$ cat src/rtl/wpf_pkg.sv
package wpf_pkg;
  typedef enum logic [2:0] {
    ST_IDLE,
    ST_DEMAND,
    ST_PREFETCH,
    ST_HALT_CMP,
    ST_RESUME
  } wpf_state_e;
endpackage

$ cat src/rtl/wpf_window_buf.sv
// Window-sized holding store: one data slot and one valid flag per word.
module wpf_window_buf #(
  parameter int WIN = 4,
  parameter int DW  = 16,
  parameter int IW  = 2
) (
  input  logic          clk,
  input  logic          rst_n,
  input  logic          clr,
  input  logic          wr_en,
  input  logic [IW-1:0] wr_idx,
  input  logic [DW-1:0] wr_data,
  input  logic [IW-1:0] rd_idx,
  output logic          rd_valid,
  output logic [DW-1:0] rd_data
);
  logic [WIN-1:0] slot_vld;
  logic [DW-1:0]  slot_dat [WIN];

  for (genvar g = 0; g < WIN; g++) begin : g_slot
    logic          v_q;
    logic [DW-1:0] d_q;
    logic          hit;
    assign hit = wr_en && (wr_idx == IW'(g));

    always_ff @(posedge clk or negedge rst_n) begin
      if (!rst_n)   v_q <= 1'b0;
      else if (clr) v_q <= 1'b0;
      else if (hit) v_q <= 1'b1;
    end

    always_ff @(posedge clk) begin
      if (hit && !clr) d_q <= wr_data;
    end

    assign slot_vld[g] = v_q;
    assign slot_dat[g] = d_q;
  end

  assign rd_valid = slot_vld[rd_idx];
  assign rd_data  = slot_dat[rd_idx];
endmodule

$ cat src/rtl/wpf_evt_cnt.sv
// Wrapping event counter.
module wpf_evt_cnt #(
  parameter int CW = 8
) (
  input  logic          clk,
  input  logic          rst_n,
  input  logic          inc,
  output logic [CW-1:0] count
);
  always_ff @(posedge clk or negedge rst_n) begin
    if (!rst_n)   count <= '0;
    else if (inc) count <= count + CW'(1);
  end
endmodule

$ cat src/rtl/wpf_prefetch_ctrl.sv
module wpf_prefetch_ctrl
  import wpf_pkg::*;
#(
  parameter int AW      = 16,
  parameter int DW      = 16,
  parameter int WIN     = 4,
  parameter int MAX_LEN = 8,
  parameter int CW      = 8,
  localparam int LW     = $clog2(MAX_LEN + 1)
) (
  input  logic          clk,
  input  logic          rst_n,
  input  logic          req_valid,
  output logic          req_ready,
  input  logic [AW-1:0] req_addr,
  input  logic [LW-1:0] req_len,
  output logic          rsp_valid,
  input  logic          rsp_ready,
  output logic [DW-1:0] rsp_data,
  output logic          mem_req_valid,
  input  logic          mem_req_ready,
  output logic [AW-1:0] mem_req_addr,
  input  logic          mem_rsp_valid,
  input  logic [DW-1:0] mem_rsp_data,
  output logic [CW-1:0] hit_count,
  output logic [CW-1:0] miss_count
);
  localparam int PW = $clog2(WIN + 1);
  localparam int IW = (WIN > 1) ? $clog2(WIN) : 1;

  wpf_state_e    st_q;
  logic [AW-1:0] cur_addr_q, pf_base_q, mreq_a_q;
  logic [LW-1:0] cur_len_q, ld_cnt_q, dm_cnt_q;
  logic [PW-1:0] pf_cnt_q;
  logic [IW-1:0] pf_idx_q;
  logic          pf_valid_q, busy_q, own_pf_q, drop_q, mreq_v_q;
  logic          rsp_v_q, rsp_last_q;
  logic [DW-1:0] rsp_d_q;
  logic          buf_rd_valid;
  logic [DW-1:0] buf_rd_data;

  // handshakes and events
  logic req_fire, rsp_fire, rsp_free, mrsp_take, pf_wr, dm_ld, buf_ld;
  logic match, txn_done, hit_ev, miss_ev, buf_clr, pf_issue, dm_issue;
  logic pf_more;

  assign req_ready = (st_q == ST_IDLE) || (st_q == ST_PREFETCH);
  assign req_fire  = req_valid && req_ready;
  assign rsp_fire  = rsp_v_q && rsp_ready;
  assign rsp_free  = !rsp_v_q || rsp_fire;
  assign mrsp_take = mem_rsp_valid && busy_q && !mreq_v_q;
  assign pf_wr     = mrsp_take && own_pf_q && !drop_q;
  assign dm_ld     = mrsp_take && !own_pf_q && !drop_q;

  assign match    = (cur_addr_q == pf_base_q) && (cur_len_q <= LW'(WIN));
  assign hit_ev   = (st_q == ST_HALT_CMP) && match;
  assign miss_ev  = (st_q == ST_HALT_CMP) && !match;
  assign txn_done = rsp_fire && rsp_last_q &&
                    ((st_q == ST_DEMAND) || (st_q == ST_RESUME));
  assign buf_clr  = miss_ev || txn_done;

  assign pf_more  = ({{LW{1'b0}}, pf_cnt_q} < {{PW{1'b0}}, cur_len_q});
  assign pf_issue = !busy_q && (
                     ((st_q == ST_PREFETCH) && !req_fire && (pf_cnt_q < PW'(WIN))) ||
                     ((st_q == ST_RESUME) && !txn_done && pf_more));
  assign dm_issue = !busy_q && (st_q == ST_DEMAND) && !rsp_v_q && (dm_cnt_q < cur_len_q);
  assign buf_ld   = (st_q == ST_RESUME) && buf_rd_valid && (ld_cnt_q < cur_len_q) && rsp_free;

  wpf_window_buf #(.WIN(WIN), .DW(DW), .IW(IW)) u_buf (
    .clk      (clk),
    .rst_n    (rst_n),
    .clr      (buf_clr),
    .wr_en    (pf_wr),
    .wr_idx   (pf_idx_q),
    .wr_data  (mem_rsp_data),
    .rd_idx   (IW'(ld_cnt_q)),
    .rd_valid (buf_rd_valid),
    .rd_data  (buf_rd_data)
  );

  wpf_evt_cnt #(.CW(CW)) u_hit_cnt  (.clk(clk), .rst_n(rst_n), .inc(hit_ev),  .count(hit_count));
  wpf_evt_cnt #(.CW(CW)) u_miss_cnt (.clk(clk), .rst_n(rst_n), .inc(miss_ev), .count(miss_count));

  always_ff @(posedge clk or negedge rst_n) begin
    if (!rst_n) begin
      st_q       <= ST_IDLE;
      cur_addr_q <= '0;
      cur_len_q  <= '0;
      pf_base_q  <= '0;
      mreq_a_q   <= '0;
      ld_cnt_q   <= '0;
      dm_cnt_q   <= '0;
      pf_cnt_q   <= '0;
      pf_idx_q   <= '0;
      pf_valid_q <= 1'b0;
      busy_q     <= 1'b0;
      own_pf_q   <= 1'b0;
      drop_q     <= 1'b0;
      mreq_v_q   <= 1'b0;
      rsp_v_q    <= 1'b0;
      rsp_last_q <= 1'b0;
      rsp_d_q    <= '0;
    end else begin
      // memory side: one read in flight at most
      if (mreq_v_q && mem_req_ready) mreq_v_q <= 1'b0;
      if (pf_issue) begin
        mreq_v_q <= 1'b1;
        mreq_a_q <= pf_base_q + AW'(pf_cnt_q);
        busy_q   <= 1'b1;
        own_pf_q <= 1'b1;
        pf_idx_q <= IW'(pf_cnt_q);
        pf_cnt_q <= pf_cnt_q + PW'(1);
      end else if (dm_issue) begin
        mreq_v_q <= 1'b1;
        mreq_a_q <= cur_addr_q + AW'(dm_cnt_q);
        busy_q   <= 1'b1;
        own_pf_q <= 1'b0;
        dm_cnt_q <= dm_cnt_q + LW'(1);
      end
      if (mrsp_take) begin
        busy_q <= 1'b0;
        drop_q <= 1'b0;
      end else if (buf_clr && busy_q) begin
        drop_q <= 1'b1;
      end

      // client response register
      if (rsp_fire) rsp_v_q <= 1'b0;
      if (dm_ld || buf_ld) begin
        rsp_v_q    <= 1'b1;
        rsp_d_q    <= dm_ld ? mem_rsp_data : buf_rd_data;
        ld_cnt_q   <= ld_cnt_q + LW'(1);
        rsp_last_q <= (ld_cnt_q + LW'(1)) == cur_len_q;
      end

      // sequencing
      case (st_q)
        ST_IDLE, ST_PREFETCH: begin
          if (req_fire) begin
            cur_addr_q <= req_addr;
            cur_len_q  <= req_len;
            ld_cnt_q   <= '0;
            dm_cnt_q   <= '0;
            rsp_last_q <= 1'b0;
            st_q       <= pf_valid_q ? ST_HALT_CMP : ST_DEMAND;
          end else if ((st_q == ST_PREFETCH) && !busy_q && (pf_cnt_q == PW'(WIN))) begin
            st_q <= ST_IDLE;
          end
        end
        ST_HALT_CMP: begin
          if (match) begin
            st_q <= ST_RESUME;
          end else begin
            pf_valid_q <= 1'b0;
            pf_cnt_q   <= '0;
            st_q       <= ST_DEMAND;
          end
        end
        ST_DEMAND, ST_RESUME: begin
          if (txn_done) begin
            pf_base_q  <= cur_addr_q + AW'(WIN);
            pf_valid_q <= 1'b1;
            pf_cnt_q   <= '0;
            st_q       <= ST_PREFETCH;
          end
        end
        default: st_q <= ST_IDLE;
      endcase
    end
  end

  assign rsp_valid     = rsp_v_q;
  assign rsp_data      = rsp_d_q;
  assign mem_req_valid = mreq_v_q;
  assign mem_req_addr  = mreq_a_q;
endmodule

$ cat config.mk
export PLATFORM = sky130hd
export DESIGN_NAME = wpf_prefetch_ctrl
export DESIGN_NICKNAME = d
export VERILOG_FILES = /design/src/rtl/wpf_pkg.sv /design/src/rtl/wpf_window_buf.sv /design/src/rtl/wpf_evt_cnt.sv /design/src/rtl/wpf_prefetch_ctrl.sv
export SDC_FILE = /design/constraint.sdc
export NUM_CORES = 1
export LEC_CHECK = 0
export ABC_CLOCK_PERIOD_IN_PS = 8600
export BUFFER_PORTS_ARGS = -buffer_cell sky130_fd_sc_hd__buf_2
export CORE_ASPECT_RATIO = 1.1
export CORE_MARGIN = 4
export CORE_UTILIZATION = 30
export CTS_BUF_LIST = sky130_fd_sc_hd__clkbuf_8
export DETAILED_ROUTE_END_ITERATION = 7
export PLACE_DENSITY_LB_ADDON = 0.1
export SETUP_SLACK_MARGIN = 0.15
export SLEW_MARGIN = 20
export SYNTH_ARGS = -nofsm -noshare
export SYNTH_HDL_FRONTEND = slang
export SYNTH_SLANG_ARGS = --single-unit
$ cat constraint.sdc
create_clock -name clk -period 8.6 [get_ports clk]
set_input_delay 1.72 -clock clk [delete_from_list [all_inputs] [get_ports clk]]
set_output_delay 1.72 -clock clk [all_outputs]
set_load 0.05 [all_outputs]
==> results.cfg, run 1 <==
[yosys]
synth_edf_count = 64
async_reset_ff_frac = 0.634
syn_area_per_cell_um2 = 11.2
syn_area_um2 = 8820
syn_nets = 855
yosysMostFrequentCell = dfrtp_1
yosysWarnings = 0
ys_seq_elements = 175
ys_types = 61
ys.flop_type = dfrtp_1
synth_cells = 788
yosysTopAreaCell = dfrtp_1
synth_common_cells = 111 x dfrtp_1, 101 x nand2_1, 64 x edfxtp_1
synth.top_cell.area_share = 0.315
ys_seq_area_frac = 0.533
synth.area.top_cells = dfrtp_1 32%, edfxtp_1 22%, xnor2_1 4.6%

[grt]
grt_use_total = 0.152
grt_max_degree = 60
antenna_found_initial = 0
grt_pass1_vias = 6374
grt_pass1_wl_mm = 38.1
grt-ovfl-total = 0

[critical_path]
arrival_ns = 3.88
r2r_cells = 6
r2r-start = cur_addr_q[4]$_DFFE_PN0P_
startpoint = req_valid
r2r_end = u_buf.g_slot[0].d_q[4]$_DFFE_PP_
r2r_setup_slack_ns = 5.29
required_ns = 8.98
end_kind = register
path_max_fanout = 21
critical_path_class = in -> reg
crit_path_start_kind = primary input

[clock_tree]
clk_path_buf_depth = 2
root_buffer = clkbuf_8
cts_setup_buffers = 0
cts_tree = built
clkTransAtPathRegs_ns = 0.13
cts-resized-gates = 0
postCtsHoldBufs = 0
cts_sinks = 175
clock_latency_ns = 0.48
cts_inserted_buffers = 17
htree_levels = 4

[timing]
finalClockSkew_ns = 0.0285
rsz0062_at_grt = no
fin_crit_ns = 3.50
fmax_ghz = 0.286
slew_headroom = 0.318
hold_slack_ns = 0.487
tightestPinTransition_ns = 1.01
hold_viol = 0
period_share = 0.407
tns_ns = 0
worst_slack_ns = 5.10
slew_viol_final = 0
setup_viol = 0

[finish]
final_layout_size_suffix_gt1_frac = 0.197
syn_to_final_growth_pct = 13.1
diodes = 0
nets = 923

[placement]
dpl_worst_slack_ns = 4.60
globalplace.congestion = 0.805
io_buffers = 92
hpwl_mm = 16.5

[routing]
drc = 0
drt_iter0_drc = 295
routed_wl_mm = 24.2
vias_per_cell = 4.99
drtAntennaViolNets = 0
wl_per_cell_um = 19.6
num_vias = 6171
drt-pass1-iter-count = 5

[worst_hold_path]
hold_start = u_hit_cnt.count[7]$_DFFE_PN0P_
min_to = u_hit_cnt.count[7]$_DFFE_PN0P_
holdCritPathClass = reg -> reg
min_path_cells = 1

[floorplan]
io_pins = 93
die_h_um = 188
die-area_um2 = 32200
start_util = 0.305
core_um2 = 28900
rows = 65
die_w_um = 171

[pwr]
leakagePower_uw = 0.00413
power.total_uw = 3330
peakVddDrop_uv = 176
p_per_area_nw_per_um2 = 335

[status]
outcome = completed

[run]
max_cap_violations = 0
==> per-stage QoR <==
stage	std cells	area, um^2	utilization
floorplan	788	8820	-
global placement	1205	9550	0.331
detailed placement	1205	9550	0.331
CTS	1237	9970	0.345
global route	1237	9970	0.345
finish	1237	9970	0.345
==> how the worst max path moves through the flow <==
stage | endpoint | slack, ns | depth (start not counted)
2_1_floorplan | u_buf.g_slot[3].d_q[0]$_DFFE_PP_ | 5.26 | 3
3_3_place_gp | mem_req_addr[11]$_DFFE_PN0P_ | 4.62 | 5
3_5_place_dp | mem_req_addr[11]$_DFFE_PN0P_ | 4.60 | 5
4_1_cts | req_ready | 5.11 | 2
5_1_grt | mem_req_addr[11]$_DFFE_PN0P_ | 4.94 | 5
6_report | mem_req_addr[11]$_DFFE_PN0P_ | 5.10 | 5
==> sequential cells by signal, indices dropped and copies added, names as in the netlist <==
register,count
own_pf_q,1
pf_valid_q,1
u_hit_cnt.count,8
ld_cnt_q,4
mem_req_valid,1
rsp_last_q,1
st_q,3
rsp_valid,1
mem_req_addr,16
dm_cnt_q,4
pf_base_q,16
pf_idx_q,2
u_buf.g_slot.v_q,4
u_miss_cnt.count,8
drop_q,1
rsp_data,16
pf_cnt_q,3
cur_addr_q,16
busy_q,1
cur_len_q,4
u_buf.g_slot.d_q,64
==> cell families after synthesis <==
family,count (synthesis),share of synthesized area
xor gates and xnor gates,71,0.0722
buffers and inverters,71,0.0376
adders and majority gates,25,0.0372
muxes,29,0.0573
DFF,175,0.533
and+or+nand+nor,270,0.153
AOI/OAI and AO/OA,147,0.110
==> critical path, stage by stage <==
cell	delay [ns]
buf_2	0.14
nor2_1	0.14
nand4_1	0.74
and2_1	0.71
o221a_2	0.41
==> report_power, final <==
group | leakage (uW) | internal, uW | switching [uW]
clock network | 0.000207 | 228 | 383
logic | 0.00194 | 507 | 934
registers | 0.00198 | 1050 | 236
==> placed cells by master, fill, tap and decap left out, drive strengths merged, types with 28 or more instances in the layout <==
master	count
xnor2	48
nand2	101
inv	28
dfrtp	111
buf	101
nand3	37
edfxtp	64
o21ai	49
nor2	42
==> area by class of cell <==
cell class,instances,area (um^2)
Fill cell,2909,18900
Sequential cell,175,4700
Multi-Input combinational cell,542,3790
Timing Repair Buffer,101,531
Tap cell,368,460
Clock buffer,17,234
Clock inverter,15,183
Inverter,19,71.3
==> metal layers <==
metal,share of wire,global-route usage,vias to the layer above
li1,-,-,2998
met1,0.46,0.204,3056
met2,0.50,0.260,104
met3,0.027,0.0261,13
met4,0.0090,0.0308,0
met5,0,0,-
(Power assumes the default switching activity.)
==> run 2, diff against run 1 <==
- ABC_CLOCK_PERIOD_IN_PS: 8600 -> 2800
- clock period: 8.6 -> 2.8 ns (I/O delays scaled with it)
==> results.cfg, run 2 (synthesis results as in run 1) <==
[status]
outcome = completed

[clock_tree]
htree_levels = 4
cts_tree = built
cts_sinks = 175
root_buffer = clkbuf_8
cts_setup_buffers = 0
clk_path_buf_depth = 2
clkTransAtPathRegs_ns = 0.11
cts_inserted_buffers = 17
clock_latency_ns = 0.48

[timing]
hold_viol = 0
slew_viol_final = 0
worst_slack_ns = 0.367
setup_viol = 0
slew_headroom = 0.496
tns_ns = 0
tightestPinTransition_ns = 0.756
fmax_ghz = 0.411
finalClockSkew_ns = 0.0232
rsz0062_at_grt = no
hold_slack_ns = 0.282
fin_crit_ns = 2.43
period_share = 0.869

[routing]
drt_iter0_drc = 394
drtAntennaViolNets = 0
routed_wl_mm = 24.2
drc = 0
vias_per_cell = 4.99
drt-pass1-iter-count = 5
num_vias = 6353
wl_per_cell_um = 19.0

[finish]
largest_reg_flops = 64
utilization = 0.354
syn_to_final_growth_pct = 15.8
final_layout_size_suffix_gt1_frac = 0.225
regMostFlops = u_buf.g_slot.d_q
mostFrequentLayoutCells = 111 x dfrtp_1, 101 x nand2_1, 91 x buf_2, 64 x edfxtp_1, 47 x o21ai_0
nets = 958
mostFrequentLayoutCell = dfrtp_1
diodes = 0
fillCellCount = 2883

[critical_path]
r2r_end = u_buf.g_slot[3].d_q[6]$_DFFE_PP_
crit_family = simple AND/OR/NAND/NOR gates
end_kind = register
critical_path_class = reg -> reg
crit_chain = xnor2_1, nand4_1, or3_1, o21ai_2, nor3b_4, buf_4
r2r-start = cur_addr_q[1]$_DFFE_PN0P_
max_stage_delay_ns = 0.45
path_max_fanout = 16
startpoint = cur_addr_q[1]$_DFFE_PN0P_
required_ns = 2.97
r2r_cells = 6
path_buf_inv = 1
crit_slowest_cell = dfrtp_1
crit_path_start_kind = register
r2r_setup_slack_ns = 0.37
arrival_ns = 2.61

[pwr]
peakVddDrop_uv = 417
leakagePower_uw = 0.00429
switching_share = 0.455
p_per_area_nw_per_um2 = 1000
clkPwrFrac = 0.173
seqPwrFrac = 0.369
p_int_uw = 5570
power.total_uw = 10200
p_comb_frac = 0.458
power_switching_uw = 4640

[worst_hold_path]
holdCritPathClass = in -> reg
hold_start = req_addr[13]
min_to = cur_addr_q[13]$_DFFE_PN0P_
min_path_cells = 3

[placement]
io_buffers = 92
globalplace.congestion = 0.824
hpwl_mm = 17.4
dpl_worst_slack_ns = 0.332

[grt]
use_met2 = 0.226
grt.busiest_layer = met1
grt_pass1_wl_mm = 38.6
grt.met1_usage = 0.237
grt_util_met3 = 0.0293
grt-ovfl-total = 0
grt_max_degree = 56
grt_use_total = 0.155
antenna_found_initial = 1
grt_pass1_vias = 6434

[floorplan]
start_util = 0.305
die-area_um2 = 32200
core_um2 = 28900
die_w_um = 171
io_pins = 93
rows = 65
die_h_um = 188

[run]
max_cap_violations = 0
==> run 2: what timing repair did <==
item,CTS,global route
resized for setup,0,0
hold buffers,1,0
endpoints found under the hold margin,16,0
==> run 2: worst max-delay path by stage <==
stage | endpoint | depth (start not counted) | slack (ns)
after floorplan | u_buf.g_slot[3].d_q[0]$_DFFE_PP_ | 8 | 0.30
after global placement | u_buf.g_slot[3].d_q[8]$_DFFE_PP_ | 6 | 0.33
after detailed placement | u_buf.g_slot[3].d_q[5]$_DFFE_PP_ | 6 | 0.33
after CTS | u_buf.g_slot[3].d_q[14]$_DFFE_PP_ | 6 | 0.31
after global routing | u_buf.g_slot[3].d_q[6]$_DFFE_PP_ | 6 | 0.24
final | u_buf.g_slot[3].d_q[6]$_DFFE_PP_ | 6 | 0.37
==> run 2: power by group through the flow <==
stage          Clock, uW  Sequential [uW]  Combinational [uW]
2_1_floorplan          0             4500                2700
6_report            1770             3770                4670
3_3_place_gp           0             3830                4710
5_1_grt             1940             3880                5120
4_1_cts             1840             3780                4730
3_5_place_dp           0             3830                4700
==> run 2: worst register-to-register path, cell delays in order, from the launching register on <==
cell and delay [ns]:
dfrtp_1 0.45, xnor2_1 0.27, nand4_1 0.16, or3_1 0.45, o21ai_2 0.30, nor3b_4 0.23
buf_4 0.27
==> run 2: through the flow <==
step / cell area (um^2) / instances
floorplan: 8820 / 788
detailed placement: 9820 / 1239
global placement: 9820 / 1239
CTS: 10200 / 1272
global route: 10200 / 1272
finish: 10200 / 1272
==> run 2: final cells by class <==
class,count,area (um^2),area share
Clock buffer,17,234,0.0229
Timing Repair Buffer,136,808,0.0791
Multi-Input combinational cell,542,3790,0.371
Tap cell,368,460,0.0451
Inverter,19,71.3,0.00698
Clock inverter,15,146,0.0143
Sequential cell,175,4700,0.460
==> run 2: per-layer routing <==
metal | wire length [um] | part of all wire
met5 | 7 | 0.00029
met4 | 233 | 0.0096
met3 | 1000 | 0.041
met2 | 10900 | 0.45
met1 | 12100 | 0.50
==> run 3, diff against run 2 <==
- PLACE_DENSITY_LB_ADDON: 0.1 -> not set
==> results.cfg, run 3 (synthesis results as in run 1) <==
[finish]
diodes = 0
syn_to_final_growth_pct = 15.9
largest_reg_flops = 64
mostFrequentLayoutCell = dfrtp_1
layout.cells.non_filler = 1261
nets = 947
fillCellCount = 2887
area.sequential_um2 = 4700
utilization = 0.354
multi_input_area_um2 = 3790
regMostFlops = u_buf.g_slot.d_q
final_layout_size_suffix_gt1_frac = 0.217
mostFrequentLayoutCells = 111 x dfrtp_1, 101 x nand2_1, 91 x buf_2, 64 x edfxtp_1, 47 x o21ai_0

[routing]
drtAntennaViolNets = 0
drt_iter0_drc = 464
num_vias = 6335
wl_per_cell_um = 17.8
vias_per_cell = 5.02
drc = 0
routed_wl_mm = 22.5
drt-pass1-iter-count = 5

[clock_tree]
htree_levels = 4
postCtsHoldBufs = 0
cts_inserted_buffers = 17
clock_latency_ns = 0.48
cts_setup_buffers = 0
cts_tree = built
cts_sinks = 175
clkTransAtPathRegs_ns = 0.10
root_buffer = clkbuf_8
cts-resized-gates = 0
clk_path_buf_depth = 2

[floorplan]
rows = 65
start_util = 0.305
die_w_um = 171
die-area_um2 = 32200
die_h_um = 188
io_pins = 93
core_um2 = 28900

[timing]
tightestPinTransition_ns = 0.818
rsz0062_at_grt = no
hold_viol = 0
slew_headroom = 0.455
fmax_ghz = 0.409
period_share = 0.874
slew_viol_final = 0
setup_viol = 0
fin_crit_ns = 2.45
tns_ns = 0
finalClockSkew_ns = 0.0201

[critical_path]
crit_path_start_kind = register
end_kind = register
path_buf_inv = 1
crit_slowest_cell = dfrtp_1
crit_chain = xor2_1, nor4_2, nand3_2, o21ai_2, nor3b_4, buf_4
max_stage_delay_ns = 0.48
path_max_fanout = 16
critical_path_class = reg -> reg
arrival_ns = 2.61
crit_family = simple AND/OR/NAND/NOR gates
required_ns = 2.96

[grt]
grt_max_degree = 49
grt_pass1_vias = 6400
grt-ovfl-total = 0
grt_use_total = 0.141
grt_pass1_wl_mm = 35.9
antenna_found_initial = 0

[worst_hold_path]
holdCritPathClass = in -> async

[pwr]
leakagePower_uw = 0.00427
peakVddDrop_uv = 626
power.total_uw = 10300
p_per_area_nw_per_um2 = 1010

[placement]
hpwl_mm = 16.1
io_buffers = 92
dp.cells = 1229
globalplace.congestion = 0.835

[run]
max_cap_violations = 0

[status]
outcome = completed
## run 3: final timing paths
kind | cells past startpoint | to | from | slack (ns)
max | 6 | u_buf.g_slot[3].d_q[5]$_DFFE_PP_ | cur_addr_q[6]$_DFFE_PN0P_ | 0.35
min | 1 | cur_addr_q[9]$_DFFE_PN0P_ | rst_n | 0.15
max reg2reg | 6 | u_buf.g_slot[3].d_q[5]$_DFFE_PP_ | cur_addr_q[6]$_DFFE_PN0P_ | 0.35
min reg2reg | 1 | u_miss_cnt.count[7]$_DFFE_PN0P_ | u_miss_cnt.count[7]$_DFFE_PN0P_ | 0.48
max in group asynchronous | 2 | pf_cnt_q[0]$_DFF_PN0_ | rst_n | 2.05
min in group clk | 3 | cur_addr_q[15]$_DFFE_PN0P_ | req_addr[15] | 0.28
## run 3: final cells by class
| type | count | area share |
|---|---|---|
| flip-flops and latches | 175 | 0.460 |
| multi-input cells | 542 | 0.371 |
| repair buffers | 125 | 0.0732 |
| well taps | 368 | 0.0451 |
| clock buffers | 17 | 0.0229 |
| clock inverters | 15 | 0.0207 |
| inverters | 19 | 0.00698 |
## run 3: layer usage
layer	vias to the layer above	part of all wire	global-route usage
met5	-	0	0
met4	0	0.011	0.0299
met3	18	0.046	0.0316
met2	164	0.49	0.232
met1	3111	0.46	0.192
li1	3042	-	-
## run 3: worst register-to-register path: stages, from the launching register on
cell and delay [ns]:
dfrtp_1 0.48, xor2_1 0.21, nor4_2 0.47, nand3_2 0.17, o21ai_2 0.30, nor3b_4 0.23, buf_4 0.28
## run 3: metrics by stage
step                instance area, um^2  hold slack [ns]  setup slack [ns]
finish                            10200            0.147             0.353
global route                      10200            0.139             0.256
CTS                               10200            0.145             0.389
detailed placement                 9770            0.474             0.416
global placement                   9770            0.453             0.438
floorplan                          8820            0.264             0.303
## run 3: power breakdown
part	switching, uW	internal [uW]
sequential	643	3220
combinational	2890	1660
clock	1160	712
total	4690	5580
